==> config.mk <==
export PLATFORM = sky130hd
export DESIGN_NAME = mrx_seq
export DESIGN_NICKNAME = d
export VERILOG_FILES = /design/src/rtl/mrx_pkg.sv /design/src/rtl/mrx_decode.sv /design/src/rtl/mrx_picker.sv /design/src/rtl/mrx_holdbuf.sv /design/src/rtl/mrx_seq.sv
export SDC_FILE = /design/constraint.sdc
export NUM_CORES = 1
export LEC_CHECK = 0
export BUFFER_PORTS_ARGS = -buffer_cell sky130_fd_sc_hd__buf_2
export CAP_MARGIN = 20
export CORE_MARGIN = 3
export CORE_UTILIZATION = 41
export CTS_CLUSTER_SIZE = 30
export DETAILED_ROUTE_END_ITERATION = 6
export SYNTH_ARGS = -nofsm -noshare
export SYNTH_HDL_FRONTEND = slang
export SYNTH_SLANG_ARGS = --single-unit
==> constraint.sdc <==
create_clock -name clk -period 4 [get_ports clk]
set_input_delay 0.6 -clock clk [delete_from_list [all_inputs] [get_ports clk]]
set_output_delay 0.6 -clock clk [all_outputs]
set_load 0.1 [all_outputs]
==> src/rtl/mrx_pkg.sv <==
// Package: shared state and control types of the multi-register transfer sequencer.
// Assumes a 16-entry register file: D0..D7 at index 0..7, A0..A7 at 8..15.
package mrx_pkg;

    typedef enum logic [1:0] {
        ST_IDLE  = 2'd0,
        ST_XFER  = 2'd1,
        ST_DRAIN = 2'd2,
        ST_FIN   = 2'd3
    } mrx_state_t;

    // Decoded, latched view of the instruction word.
    typedef struct packed {
        logic       load;
        logic       is_long;
        logic       predec;
        logic       wback;
        logic       fault;
        logic [2:0] breg;
    } mrx_ctl_t;

    localparam logic [2:0] EA_DREG    = 3'd0;
    localparam logic [2:0] EA_AREG    = 3'd1;
    localparam logic [2:0] EA_POSTINC = 3'd3;
    localparam logic [2:0] EA_PREDEC  = 3'd4;

endpackage

==> src/rtl/mrx_decode.sv <==
// Module: mrx_decode
// Turns the instruction word into direction, size, fault and write-back controls.
// Assumes only bits 10, 6, 5:3 and 2:0 carry meaning for this block.
module mrx_decode
    import mrx_pkg::*;
(
    input  logic [15:0] opcode,
    output mrx_ctl_t    ctl
);

    logic [2:0] mode;
    logic       ld;
    logic       bad;
    logic       unused_opcode_bits;

    assign unused_opcode_bits = ^{opcode[15:11], opcode[9:7]};

    // Field extraction and legality rules for the addressing mode.
    always_comb begin
        mode = opcode[5:3];
        ld   = opcode[10];
        bad  = (mode == EA_DREG) || (mode == EA_AREG) ||
               ((mode == EA_POSTINC) && !ld) || ((mode == EA_PREDEC) && ld);
        ctl.load    = ld;
        ctl.is_long = opcode[6];
        ctl.breg    = opcode[2:0];
        ctl.fault   = bad;
        ctl.wback   = !bad && ((mode == EA_POSTINC) || (mode == EA_PREDEC));
        ctl.predec  = !bad && (mode == EA_PREDEC);
    end

endmodule

==> src/rtl/mrx_picker.sv <==
// Module: mrx_picker
// Finds the lowest set bit of a pending mask and gives its index and one-hot form.
// Assumes N is a power of two.
module mrx_picker #(
    parameter int N = 16
) (
    input  logic [N-1:0]         pool,
    output logic                 found,
    output logic [$clog2(N)-1:0] idx,
    output logic [N-1:0]         onehot
);

    localparam int IW = $clog2(N);

    // Priority scan, lowest index wins.
    always_comb begin
        found = 1'b0;
        idx   = '0;
        for (int i = N - 1; i >= 0; i--) begin
            if (pool[i]) begin
                found = 1'b1;
                idx   = IW'(i);
            end
        end
        onehot = found ? (N'(1) << idx) : '0;
    end

endmodule

==> src/rtl/mrx_holdbuf.sv <==
// Module: mrx_holdbuf
// Holding buffer for load data, one entry per register file index.
// Assumes contents need no reset: an entry is always written before it is read.
module mrx_holdbuf #(
    parameter int N = 16,
    parameter int W = 32
) (
    input  logic                 clk,
    input  logic                 wr_en,
    input  logic [$clog2(N)-1:0] wr_idx,
    input  logic [W-1:0]         wr_data,
    input  logic [$clog2(N)-1:0] rd_idx,
    output logic [W-1:0]         rd_data
);

    localparam int IW = $clog2(N);

    logic [N-1:0][W-1:0] ent;

    for (genvar g = 0; g < N; g++) begin : g_ent
        logic [W-1:0] ent_q;
        // Capture read data into this entry when it is the target.
        always_ff @(posedge clk) begin
            if (wr_en && (wr_idx == IW'(g))) begin
                ent_q <= wr_data;
            end
        end
        assign ent[g] = ent_q;
    end

    assign rd_data = ent[rd_idx];

endmodule

==> src/rtl/mrx_seq.sv <==
// Module: mrx_seq (top)
// Runs a multiple-register move: one memory access per selected register,
// buffered loads, mode-dependent ordering and base register write-back.
// Assumes rf_rdata is a combinational read of rf_raddr, and base_addr holds the
// base register contents in modes 2, 3 and 4.
module mrx_seq
    import mrx_pkg::*;
#(
    parameter int ADDR_W = 32,
    parameter int DATA_W = 32,
    parameter int NREG   = 16
) (
    input  logic                      clk,
    input  logic                      rst_n,
    input  logic                      start,
    input  logic [15:0]               opcode,
    input  logic [NREG-1:0]           reg_mask,
    input  logic [ADDR_W-1:0]         base_addr,
    input  logic                      enhanced,
    output logic                      busy,
    output logic                      done,
    output logic                      addr_fault,
    output logic                      mem_req,
    output logic                      mem_we,
    output logic                      mem_size,
    output logic [ADDR_W-1:0]         mem_addr,
    output logic [DATA_W-1:0]         mem_wdata,
    input  logic                      mem_ack,
    input  logic [DATA_W-1:0]         mem_rdata,
    output logic [$clog2(NREG)-1:0]   rf_raddr,
    input  logic [DATA_W-1:0]         rf_rdata,
    output logic                      rf_we,
    output logic [$clog2(NREG)-1:0]   rf_waddr,
    output logic [DATA_W-1:0]         rf_wdata
);

    localparam int IW      = $clog2(NREG);
    localparam int HALF    = NREG / 2;
    localparam int WORD_W  = DATA_W / 2;
    localparam int BYTES_L = DATA_W / 8;
    localparam int BYTES_W = WORD_W / 8;

    mrx_state_t        state_q;
    mrx_ctl_t          ctl_q;
    mrx_ctl_t          dec;
    logic [NREG-1:0]   rem_q;
    logic [NREG-1:0]   mask_q;
    logic [ADDR_W-1:0] addr_q;
    logic [ADDR_W-1:0] base_q;
    logic              enh_q;

    logic              pick_any;
    logic [IW-1:0]     pick_idx;
    logic [NREG-1:0]   pick_oh;
    logic [NREG-1:0]   rem_left;
    logic [ADDR_W-1:0] step;
    logic [ADDR_W-1:0] addr_next;
    logic [IW-1:0]     reg_idx;
    logic [IW-1:0]     base_idx;
    logic              self_hit;
    logic [DATA_W-1:0] ld_data;
    logic [DATA_W-1:0] buf_rd;
    logic              buf_wr;

    mrx_decode u_decode (
        .opcode (opcode),
        .ctl    (dec)
    );

    mrx_picker #(.N(NREG)) u_picker (
        .pool   (rem_q),
        .found  (pick_any),
        .idx    (pick_idx),
        .onehot (pick_oh)
    );

    mrx_holdbuf #(.N(NREG), .W(DATA_W)) u_holdbuf (
        .clk     (clk),
        .wr_en   (buf_wr),
        .wr_idx  (reg_idx),
        .wr_data (ld_data),
        .rd_idx  (pick_idx),
        .rd_data (buf_rd)
    );

    // Address step, next address and register index for the current slot.
    always_comb begin
        step      = ctl_q.is_long ? ADDR_W'(BYTES_L) : ADDR_W'(BYTES_W);
        addr_next = ctl_q.predec ? (addr_q - step) : (addr_q + step);
        rem_left  = rem_q & ~pick_oh;
        reg_idx   = ctl_q.predec ? (IW'(NREG - 1) - pick_idx) : pick_idx;
        base_idx  = IW'(HALF) + IW'(ctl_q.breg);
        self_hit  = ctl_q.predec && enh_q && (reg_idx == base_idx);
        ld_data   = ctl_q.is_long ? mem_rdata
                                  : {{(DATA_W - WORD_W){mem_rdata[WORD_W-1]}}, mem_rdata[WORD_W-1:0]};
        buf_wr    = (state_q == ST_XFER) && mem_ack && ctl_q.load;
    end

    // Memory port: pre-decrement addresses the slot below the current pointer.
    always_comb begin
        mem_req   = (state_q == ST_XFER);
        mem_we    = !ctl_q.load;
        mem_size  = ctl_q.is_long;
        mem_addr  = ctl_q.predec ? (addr_q - step) : addr_q;
        rf_raddr  = reg_idx;
        mem_wdata = self_hit ? DATA_W'(base_q - step) : rf_rdata;
    end

    // Register file write port: drain the buffer, then write back the base.
    always_comb begin
        rf_we    = 1'b0;
        rf_waddr = pick_idx;
        rf_wdata = buf_rd;
        if (state_q == ST_DRAIN) begin
            rf_we = pick_any;
        end else if (state_q == ST_FIN) begin
            rf_we    = ctl_q.wback;
            rf_waddr = base_idx;
            rf_wdata = DATA_W'(addr_q);
        end
    end

    assign busy       = (state_q != ST_IDLE);
    assign done       = (state_q == ST_FIN);
    assign addr_fault = (state_q == ST_FIN) && ctl_q.fault;

    // Sequencer state, pending mask and address pointer.
    always_ff @(posedge clk) begin
        if (!rst_n) begin
            state_q <= ST_IDLE;
            ctl_q   <= '0;
            rem_q   <= '0;
            mask_q  <= '0;
            addr_q  <= '0;
            base_q  <= '0;
            enh_q   <= 1'b0;
        end else begin
            case (state_q)
                ST_IDLE: begin
                    if (start) begin
                        ctl_q   <= dec;
                        rem_q   <= dec.fault ? '0 : reg_mask;
                        mask_q  <= reg_mask;
                        addr_q  <= base_addr;
                        base_q  <= base_addr;
                        enh_q   <= enhanced;
                        state_q <= (dec.fault || (reg_mask == '0)) ? ST_FIN : ST_XFER;
                    end
                end
                ST_XFER: begin
                    if (mem_ack) begin
                        addr_q <= addr_next;
                        rem_q  <= rem_left;
                        if (rem_left == '0) begin
                            if (ctl_q.load) begin
                                rem_q   <= mask_q;
                                state_q <= ST_DRAIN;
                            end else begin
                                state_q <= ST_FIN;
                            end
                        end
                    end
                end
                ST_DRAIN: begin
                    rem_q <= rem_left;
                    if (rem_left == '0) begin
                        state_q <= ST_FIN;
                    end
                end
                default: state_q <= ST_IDLE;
            endcase
        end
    end

    // request held with stable attributes until acknowledged.
    a_r13_req_hold: assert property (@(posedge clk) disable iff (!rst_n)
        (mem_req && !mem_ack) |=> (mem_req && $stable(mem_addr) && $stable(mem_we) && $stable(mem_size)));

    // no register write while a read is outstanding.
    a_r8_no_write_during_read: assert property (@(posedge clk) disable iff (!rst_n)
        (mem_req && !mem_we) |-> !rf_we);

    // completion is a single-cycle pulse.
    a_r11_done_pulse: assert property (@(posedge clk) disable iff (!rst_n)
        done |=> !done);

    // register-direct modes fault on the next cycle.
    a_r4_fault_next: assert property (@(posedge clk) disable iff (!rst_n)
        (start && !busy && (opcode[5:4] == 2'b00)) |=> (done && addr_fault));

    // a faulting instruction neither accesses memory nor writes registers.
    a_r4_fault_quiet: assert property (@(posedge clk) disable iff (!rst_n)
        addr_fault |-> (!mem_req && !rf_we));

    // empty mask completes on the next cycle.
    a_r10_empty_fast: assert property (@(posedge clk) disable iff (!rst_n)
        (start && !busy && (reg_mask == '0)) |=> done);

endmodule

==> results of run 1 <==
-- final timing paths --
check,end,start,slack (ns),depth (start not counted)
setup reg to reg,addr_q[31],mem_size,0.47,14
hold / removal,ctl_q[1],opcode[1],0.25,3
setup / recovery,mem_wdata[29],mem_size,-0.35,12
hold reg to reg,mask_q[8],mask_q[8],0.47,2
-- stage by stage --
step / std cells / cell area [um2] / setup WS (ns) / hold WS [ns] / utilization, %
final: 3574 / 36200 / -0.355 / 0.245 / 53.8
after floorplan: 2389 / 28700 / -0.615 / 0.439 / -
after global placement: 3397 / 32500 / 0.152 / 0.453 / 48.3
after detailed placement: 3397 / 32500 / 0.148 / 0.461 / 48.3
after CTS: 3553 / 35800 / -0.359 / 0.221 / 53.1
after global routing: 3574 / 36200 / -0.479 / 0.247 / 53.8
-- flip-flops by register name (all words and copies together) (netlist names) --
name                   cells
addr_q                    32
base_q                    32
ctl_q                      7
enh_q                      1
mask_q                    16
mem_size                   1
rem_q                     16
state_q                    2
u_holdbuf.g_ent.ent_q    512
-- layout make-up --
class                           instances  share of cell area [%]
Clock inverter                         31                   0.967
Tap cell                              873                    3.01
Multi-Input combinational cell       1546                    30.7
Clock buffer                           81                    4.72
Inverter                               33                   0.349
Sequential cell                       619                    48.4
Timing Repair Buffer                  391                    11.8
-- timing repair --
action,CTS,global route
resized for setup,143,60
setup buffers,35,20
setup endpoints to repair,74,76
hold endpoints to repair,0,0
pin swaps,39,31
gates cloned,9,3
-- critical path, stage by stage (launching register included) --
cell and delay [ns]:
dfxtp_4 0.35, inv_4 0.06, ha_4 0.13, fa_2 0.20
or4b_4 0.48, or3_4 0.35, or4_4 0.46, nor4_4 0.25
nand2_2 0.15, nor3_2 0.17, xor2_1 0.09, mux2_4 0.29
buf_12 0.17
-- cell usage in the layout, fill, tap and decap left out, types with 67 or more instances in the layout --
master / synthesis / layout
nand2_1: 430 / 421
buf_12: 0 / 109
edfxtp_1: 512 / 512
a221o_1: 109 / 109
buf_4: 3 / 107
a21boi_0: 67 / 67
dfxtp_1: 107 / 90
clkbuf_16: 0 / 68
buf_2: 29 / 151
a211oi_1: 79 / 67
a21oi_1: 180 / 177
-- logic make-up (layout without fill, tap and decap cells) --
kind of cell             count (synthesis)  after routing  share of synthesized area [%]
buffers and inverters                  225            536                           3.18
adder cells (fa/ha/maj)                 15             15                          0.741
multiplexers                            61             61                           2.35
AO/OA/AOI/OAI                          689            690                           17.5
XOR/XNOR                                63             63                           2.00
AND/OR/NAND/NOR                        717            717                           11.7
flip-flops                             619            619                           62.5
-- routing by layer --
layer / up-vias / track usage, % / wire, um
met5: - / 0 / 13
met1: 10700 / 31.6 / 36500
li1: 9619 / - / -
met2: 926 / 38.8 / 42000
met3: 167 / 4.53 / 7330
met4: 2 / 8.65 / 2960
==> results.ini, run 1 <==
[synth]
yosysWarningCount=0
synth_seq_cells=619
yosysUniqueCellTypes=85
synth-seq-area-share_pct=62.5
postSynthCellCount=2389
yosysMostFrequentCell=edfxtp_1
ys.flop_type=edfxtp_1
synthesis.nets=2536
yosysTopAreaCell=edfxtp_1
synthArstFlopShare_pct=0
synth_common_cells=edfxtp_1 (512), nand2_1 (430), a21oi_1 (180)
postSynthAreaPerCell_um2=11.7
netlist.area_leader.share_pct=54.9
synth_edf_count=512
synth_area_leaders=edfxtp_1 (55%), dfxtp_1 (7.6%), nand2_1 (5.8%), a221o_1 (3.9%), a21oi_1 (3.2%)
netlist_area_mm2=0.0280

[cells_and_area]
drive_gt1_share_pct=26.9
multi_input_area_mm2=0.0111
syn_to_final_growth_pct=29.4
seq_area_mm2=0.0176
n_antenna_cell=0
nNetsFinal=2804
fillers=5567

[sta]
drv_slew=0
maxSlewHeadroom_pct=28.2
fmax_ghz=0.230
setup_viol=9
finalWorstSetupSlack_ns=-0.355
finalHoldViolations=0
min_period_ns=4.35
worst_pin_slew_ns=1.07
finClkSkew_ns=0.0266
fin_tns_setup_ns=-2.48
rsz0062_at_grt=yes
period_share_pct=109

[status]
status=complete, but fails checks
violations=negative setup slack

[global_route]
grt_pass1_wl_um=128000
grt_max_degree=69
globalRouteOverflowTotal=0
grt_pass1_vias=20500
grt_usage_pct=23.7
antenna_found_initial=4

[setup_path]
worstPathArrival_ns=3.75
crit_fanout=3
end_kind=output pin
critPathRequiredTime_ns=3.40
worst_setup_path_start_kind=register
critPathKind=register to output pin

[drt]
num_vias=21400
drtIter0Drc=1925
drt-total-wl_um=88800
drcViolationCount=0
viasPerCell=5.98
first_pass_iters=5
postRouteAntennaNets=0
wl_per_cell_um=24.8

[floorplanning]
die_area_mm2=0.0715
rows=95
die_h_um=267
start_util_pct=41.6
die_x_um=267
design.core.area_mm2=0.0674
ios=244

[clock_tree]
clk-insertion-delay-late_ns=0.61
cts_max_level=3
cts_sinks=619
cts_tree=done
cts-buffers-inserted=66
cts_buffer_depth=3
path_clk_slew_ns=0.06
root_buffer=clkbuf_16
hold_buffers=0

[run]
drv_cap=0

[min_path]
hold_class=primary input to register

[placement]
port_buffers=235
detailed_place_hpwl_um=52400
place_congestion=0.826

Power of run 1 is left out: the tool's default activity adds up to more than one toggle a clock period on the data nets, which glitch-free logic cannot reach.
==> run 2, diff against run 1 <==
- RECOVER_POWER: default -> 50
==> results.ini, run 2 (synthesized netlist as in run 1, its figures left out) <==
[placement]
port_buffers=235  ; unchanged
detailed_place_hpwl_um=52400  ; unchanged
place_congestion=0.826  ; unchanged
postPlaceCellArea_mm2=0.0325  ; unchanged

[cells_and_area]
mostFrequentLayoutCells=edfxtp_1 (512), nand2_1 (422), a21oi_1 (177)
drive_gt1_share_pct=26.0  ; -0.85 points
syn_to_final_growth_pct=29.3
multi_input_area_mm2=0.0111  ; -0.11%
seq_area_mm2=0.0176  ; unchanged
final_cell_area_mm2=0.0362  ; -0.10%
reg.largest.list=u_holdbuf.g_ent.ent_q x512, addr_q x32, base_q x32
nNetsFinal=2804  ; unchanged
final_common_cell=edfxtp_1
fillers=5577  ; +0.18%
largest_reg_flops=512  ; unchanged
largest-register=u_holdbuf.g_ent.ent_q
utilization_pct=53.7  ; -0.056 points

[min_path]
hold_class=primary input to register

[global_route]
grt_pass1_vias=20500  ; unchanged
grt_pass1_wl_um=128000  ; unchanged
grt_usage_pct=23.7  ; unchanged
globalRouteOverflowTotal=0  ; unchanged
grt_max_degree=69  ; unchanged
antenna_found_initial=4  ; unchanged

[floorplanning]
die_area_mm2=0.0715  ; unchanged
die_h_um=267  ; unchanged
start_util_pct=41.6  ; unchanged
ios=244  ; unchanged
design.core.area_mm2=0.0674  ; unchanged
die_x_um=267  ; unchanged
rows=95  ; unchanged

[setup_path]
crit_fanout=3  ; unchanged
end_kind=output pin
critPathRequiredTime_ns=3.40  ; about the same
critPathBufInv=2  ; unchanged
worstPathArrival_ns=3.75  ; about the same
path_cells=inv_4, ha_4, fa_2, or4b_4, or3_4, or4_4, nor4_4, nand2_2, nor3_2, xor2_1, mux2_4, buf_12
cp_top_family=simple AND/OR/NAND/NOR gates
critPathKind=register to output pin
worst_setup_path_start_kind=register
cpPeakStageDelay_ns=0.47  ; about the same
cp_slowest_cell=or4b_4

[sta]
rsz0062_at_grt=yes
period_share_pct=109  ; -0.16 points
drv_slew=32  ; +32
setup_viol=9  ; unchanged
finClkSkew_ns=0.0241  ; -0.00255 ns
min_period_ns=4.35  ; -0.00626 ns
finalHoldViolations=0  ; unchanged
fin_tns_setup_ns=-2.42  ; +0.0539 ns
fmax_ghz=0.230  ; +0.14%
finalWorstSetupSlack_ns=-0.349  ; +0.00626 ns
maxSlewHeadroom_pct=-36.8  ; -65 points
whs_ns=0.247  ; +0.00235 ns
worst_pin_slew_ns=2.04  ; +0.971 ns

[drt]
drcViolationCount=0  ; unchanged
wl_per_cell_um=24.9  ; about the same
postRouteAntennaNets=0  ; unchanged
first_pass_iters=6  ; +1
num_vias=21400  ; +0.14%
viasPerCell=5.99  ; +0.11%
drtIter0Drc=1935  ; +0.52%
drt-total-wl_um=88800  ; about the same

[clock_tree]
cts_tree=done
clk-insertion-delay-late_ns=0.61  ; about the same
cts_buffer_depth=3  ; unchanged
cts_sinks=619  ; unchanged
path_clk_slew_ns=0.06  ; about the same
cts_max_level=3  ; unchanged
cts-buffers-inserted=66  ; unchanged
root_buffer=clkbuf_16
hold_buffers=0  ; unchanged

[status]
violations=max-capacitance violations, max-slew violations, negative setup slack
status=complete, but fails checks

[run]
drv_cap=1  ; +1

[run 2: area by class of cell]
type                            count  share of cell area (%)
Antenna cell                        1                 0.00691
Timing Repair Buffer              391                    11.7
Tap cell                          873                    3.02
Clock buffer                       81                    4.73
Inverter                           33                   0.349
Clock inverter                     31                   0.968
Multi-Input combinational cell   1546                    30.7
Sequential cell                   619                    48.5
[run 2: worst paths after layout]
kind              startpoint  depth (start not counted)             to  slack, ns
hold reg to reg    mask_q[8]                          2      mask_q[8]       0.47
setup / recovery    mem_size                         12  mem_wdata[29]      -0.35
setup reg to reg  state_q[0]                          7     base_q[17]       0.45
hold / removal     opcode[1]                          3       ctl_q[1]       0.25
[run 2: routing by layer]
layer,wire length [um],vias up,global-route usage [%]
met5,13,-,0
met4,3050,2,8.65
met1,36500,10600,31.6
met2,41900,990,38.8
li1,-,9620,-
met3,7350,176,4.53
[run 2: tightest hold or removal path: stages]
cell	delay, ns
buf_2	0.10
nand2_1	0.04
a21boi_0	0.06
[run 2: through the flow]
step	setup slack [ns]	std cells
floorplan	-0.615	2389
global placement	0.152	3397
detailed placement	0.148	3397
CTS	-0.359	3553
global route	-0.479	3574
finish	-0.349	3575
[run 2: timing repair]
item	in CTS	in global routing
resized for setup	143	60
buffers inserted	35	20
pin swaps	39	31
gates cloned	9	3
endpoints found under the setup margin	74	76
Power of run 2 is left out for the same reason.
==> run 3, diff against run 2 <==
- CTS_BUF_LIST: default -> sky130_fd_sc_hd__clkbuf_4 sky130_fd_sc_hd__clkbuf_8
==> results.ini, run 3 (synthesized netlist as in run 1, its figures left out) <==
[status]
status=complete, but fails checks
violations=max-capacitance violations, max-slew violations, negative setup slack

[global_route]
grt_pass1_vias=21500  ; +4.8%
globalRouteOverflowTotal=0  ; unchanged
antenna_found_initial=5  ; +1
grt_max_degree=69  ; unchanged
grt_usage_pct=25.3  ; +1.6 points
grt_pass1_wl_um=136000  ; +6.4%

[cells_and_area]
drive_gt1_share_pct=33.8  ; +7.8 points
utilization_pct=57.0  ; +3.3 points
mostFrequentLayoutCells=edfxtp_1 (512), nand2_1 (408), a21oi_1 (146)
nNetsFinal=2904  ; +3.6%
seq_area_mm2=0.0176  ; about the same
multi_input_area_mm2=0.0120  ; +7.8%
largest_reg_flops=512  ; unchanged
final_common_cell=edfxtp_1
largest-register=u_holdbuf.g_ent.ent_q
n_antenna_cell=0  ; -1
fillers=5302  ; -4.9%
reg.largest.list=u_holdbuf.g_ent.ent_q x512, addr_q x32, base_q x32
syn_to_final_growth_pct=37.2

[setup_path]
crit_fanout=3  ; unchanged
end_kind=output pin
worstPathArrival_ns=3.82  ; +0.07 ns
critPathKind=register to output pin
critPathRequiredTime_ns=3.40  ; about the same
worst_setup_path_start_kind=register

[drt]
postRouteAntennaNets=0  ; unchanged
drt-total-wl_um=95700  ; +7.7%
viasPerCell=6.02  ; +0.57%
wl_per_cell_um=25.8  ; +4.0%
drtIter0Drc=2236  ; +16%
first_pass_iters=5  ; -1
drcViolationCount=0  ; unchanged
num_vias=22300  ; +4.2%

[sta]
finalWorstSetupSlack_ns=-0.424  ; -0.0759 ns
worst_pin_slew_ns=2.04  ; -0.00278 ns
setup_viol=47  ; +38
fmax_ghz=0.226  ; -1.7%
maxSlewHeadroom_pct=-36.6  ; +0.19 points
rsz0062_at_grt=yes
finalHoldViolations=0  ; unchanged
drv_slew=32  ; unchanged
min_period_ns=4.42  ; +0.0759 ns
finClkSkew_ns=0.0257  ; +0.00162 ns
period_share_pct=111  ; +1.9 points
fin_tns_setup_ns=-5.36  ; -2.94 ns

[clock_tree]
cts_max_level=3  ; unchanged
cts-buffers-inserted=98  ; +48%
path_clk_slew_ns=0.06  ; about the same
cts_tree=done
cts_sinks=619  ; unchanged
clk-insertion-delay-late_ns=0.71  ; +0.10 ns
hold_buffers=0  ; unchanged
cts_buffer_depth=3  ; unchanged
root_buffer=clkbuf_8

[floorplanning]
die_area_mm2=0.0715  ; unchanged
die_h_um=267  ; unchanged
start_util_pct=41.6  ; unchanged
design.core.area_mm2=0.0674  ; unchanged
ios=244  ; unchanged
die_x_um=267  ; unchanged
rows=95  ; unchanged

[min_path]
hold_class=primary input to register

[placement]
port_buffers=235  ; unchanged
detailed_place_hpwl_um=52400  ; unchanged
place_congestion=0.826  ; unchanged
post-place-ws_ns=0.148  ; unchanged

[run]
drv_cap=1  ; unchanged

==> run 3: cell count changes in the layout (fill, tap and decap cells not counted), sizes merged <==
cell	before	now
buf	362	420
bufbuf	6	3
bufinv	4	3
clkbuf	104	167
clkinv	20	36
clkinvlp	4	3
diode	1	0
inv	36	35
==> run 3: area by class of cell <==
type / instances / share of cell area (%)
Multi-Input combinational cell: 1546 / 31.2
Inverter: 33 / 0.329
Clock buffer: 131 / 4.22
Tap cell: 873 / 2.84
Timing Repair Buffer: 459 / 14.9
Clock inverter: 44 / 0.788
Sequential cell: 619 / 45.7
==> run 3: per-stage QoR <==
step                cells  hold WS (ns)  cell area (um2)
global placement     3397         0.453            32500
floorplan            2389         0.439            28700
finish               3705         0.167            38400
global route         3705         0.153            38400
CTS                  3667         0.121            37300
detailed placement   3397         0.461            32500
==> run 3: critical path, stage by stage, from the launching register on <==
cell     delay, ns
dfxtp_4       0.35
inv_4         0.06
ha_4          0.13
fa_2          0.19
or4b_4        0.46
or3_4         0.35
or4_4         0.46
nor4_4        0.26
nand2_2       0.15
nor3_2        0.17
xor2_1        0.09
mux2_4        0.29
buf_12        0.17
==> run 3: timing repair <==
action	in CTS	in global routing
endpoints found under the setup margin	79	80
cloned	29	14
buffers inserted	69	37
pin swaps	86	120
gates resized for setup	338	165
==> run 3: path summary, 6_finish.rpt <==
kind / start / to / slack, ns / cells past startpoint
setup reg to reg: mem_size / addr_q[31] / 0.23 / 16
setup / recovery: mem_size / mem_wdata[29] / -0.42 / 12
hold / removal: base_addr[8] / base_q[8] / 0.17 / 3
hold reg to reg: mask_q[8] / mask_q[8] / 0.47 / 2
==> run 3: routing by layer <==
metal | wire, um | global-route usage [%]
met1 | 38200 | 33.8
met2 | 45900 | 41.9
met3 | 8340 | 4.06
met4 | 3200 | 9.20
met5 | 27 | 0
Power of run 3 is left out for the same reason.
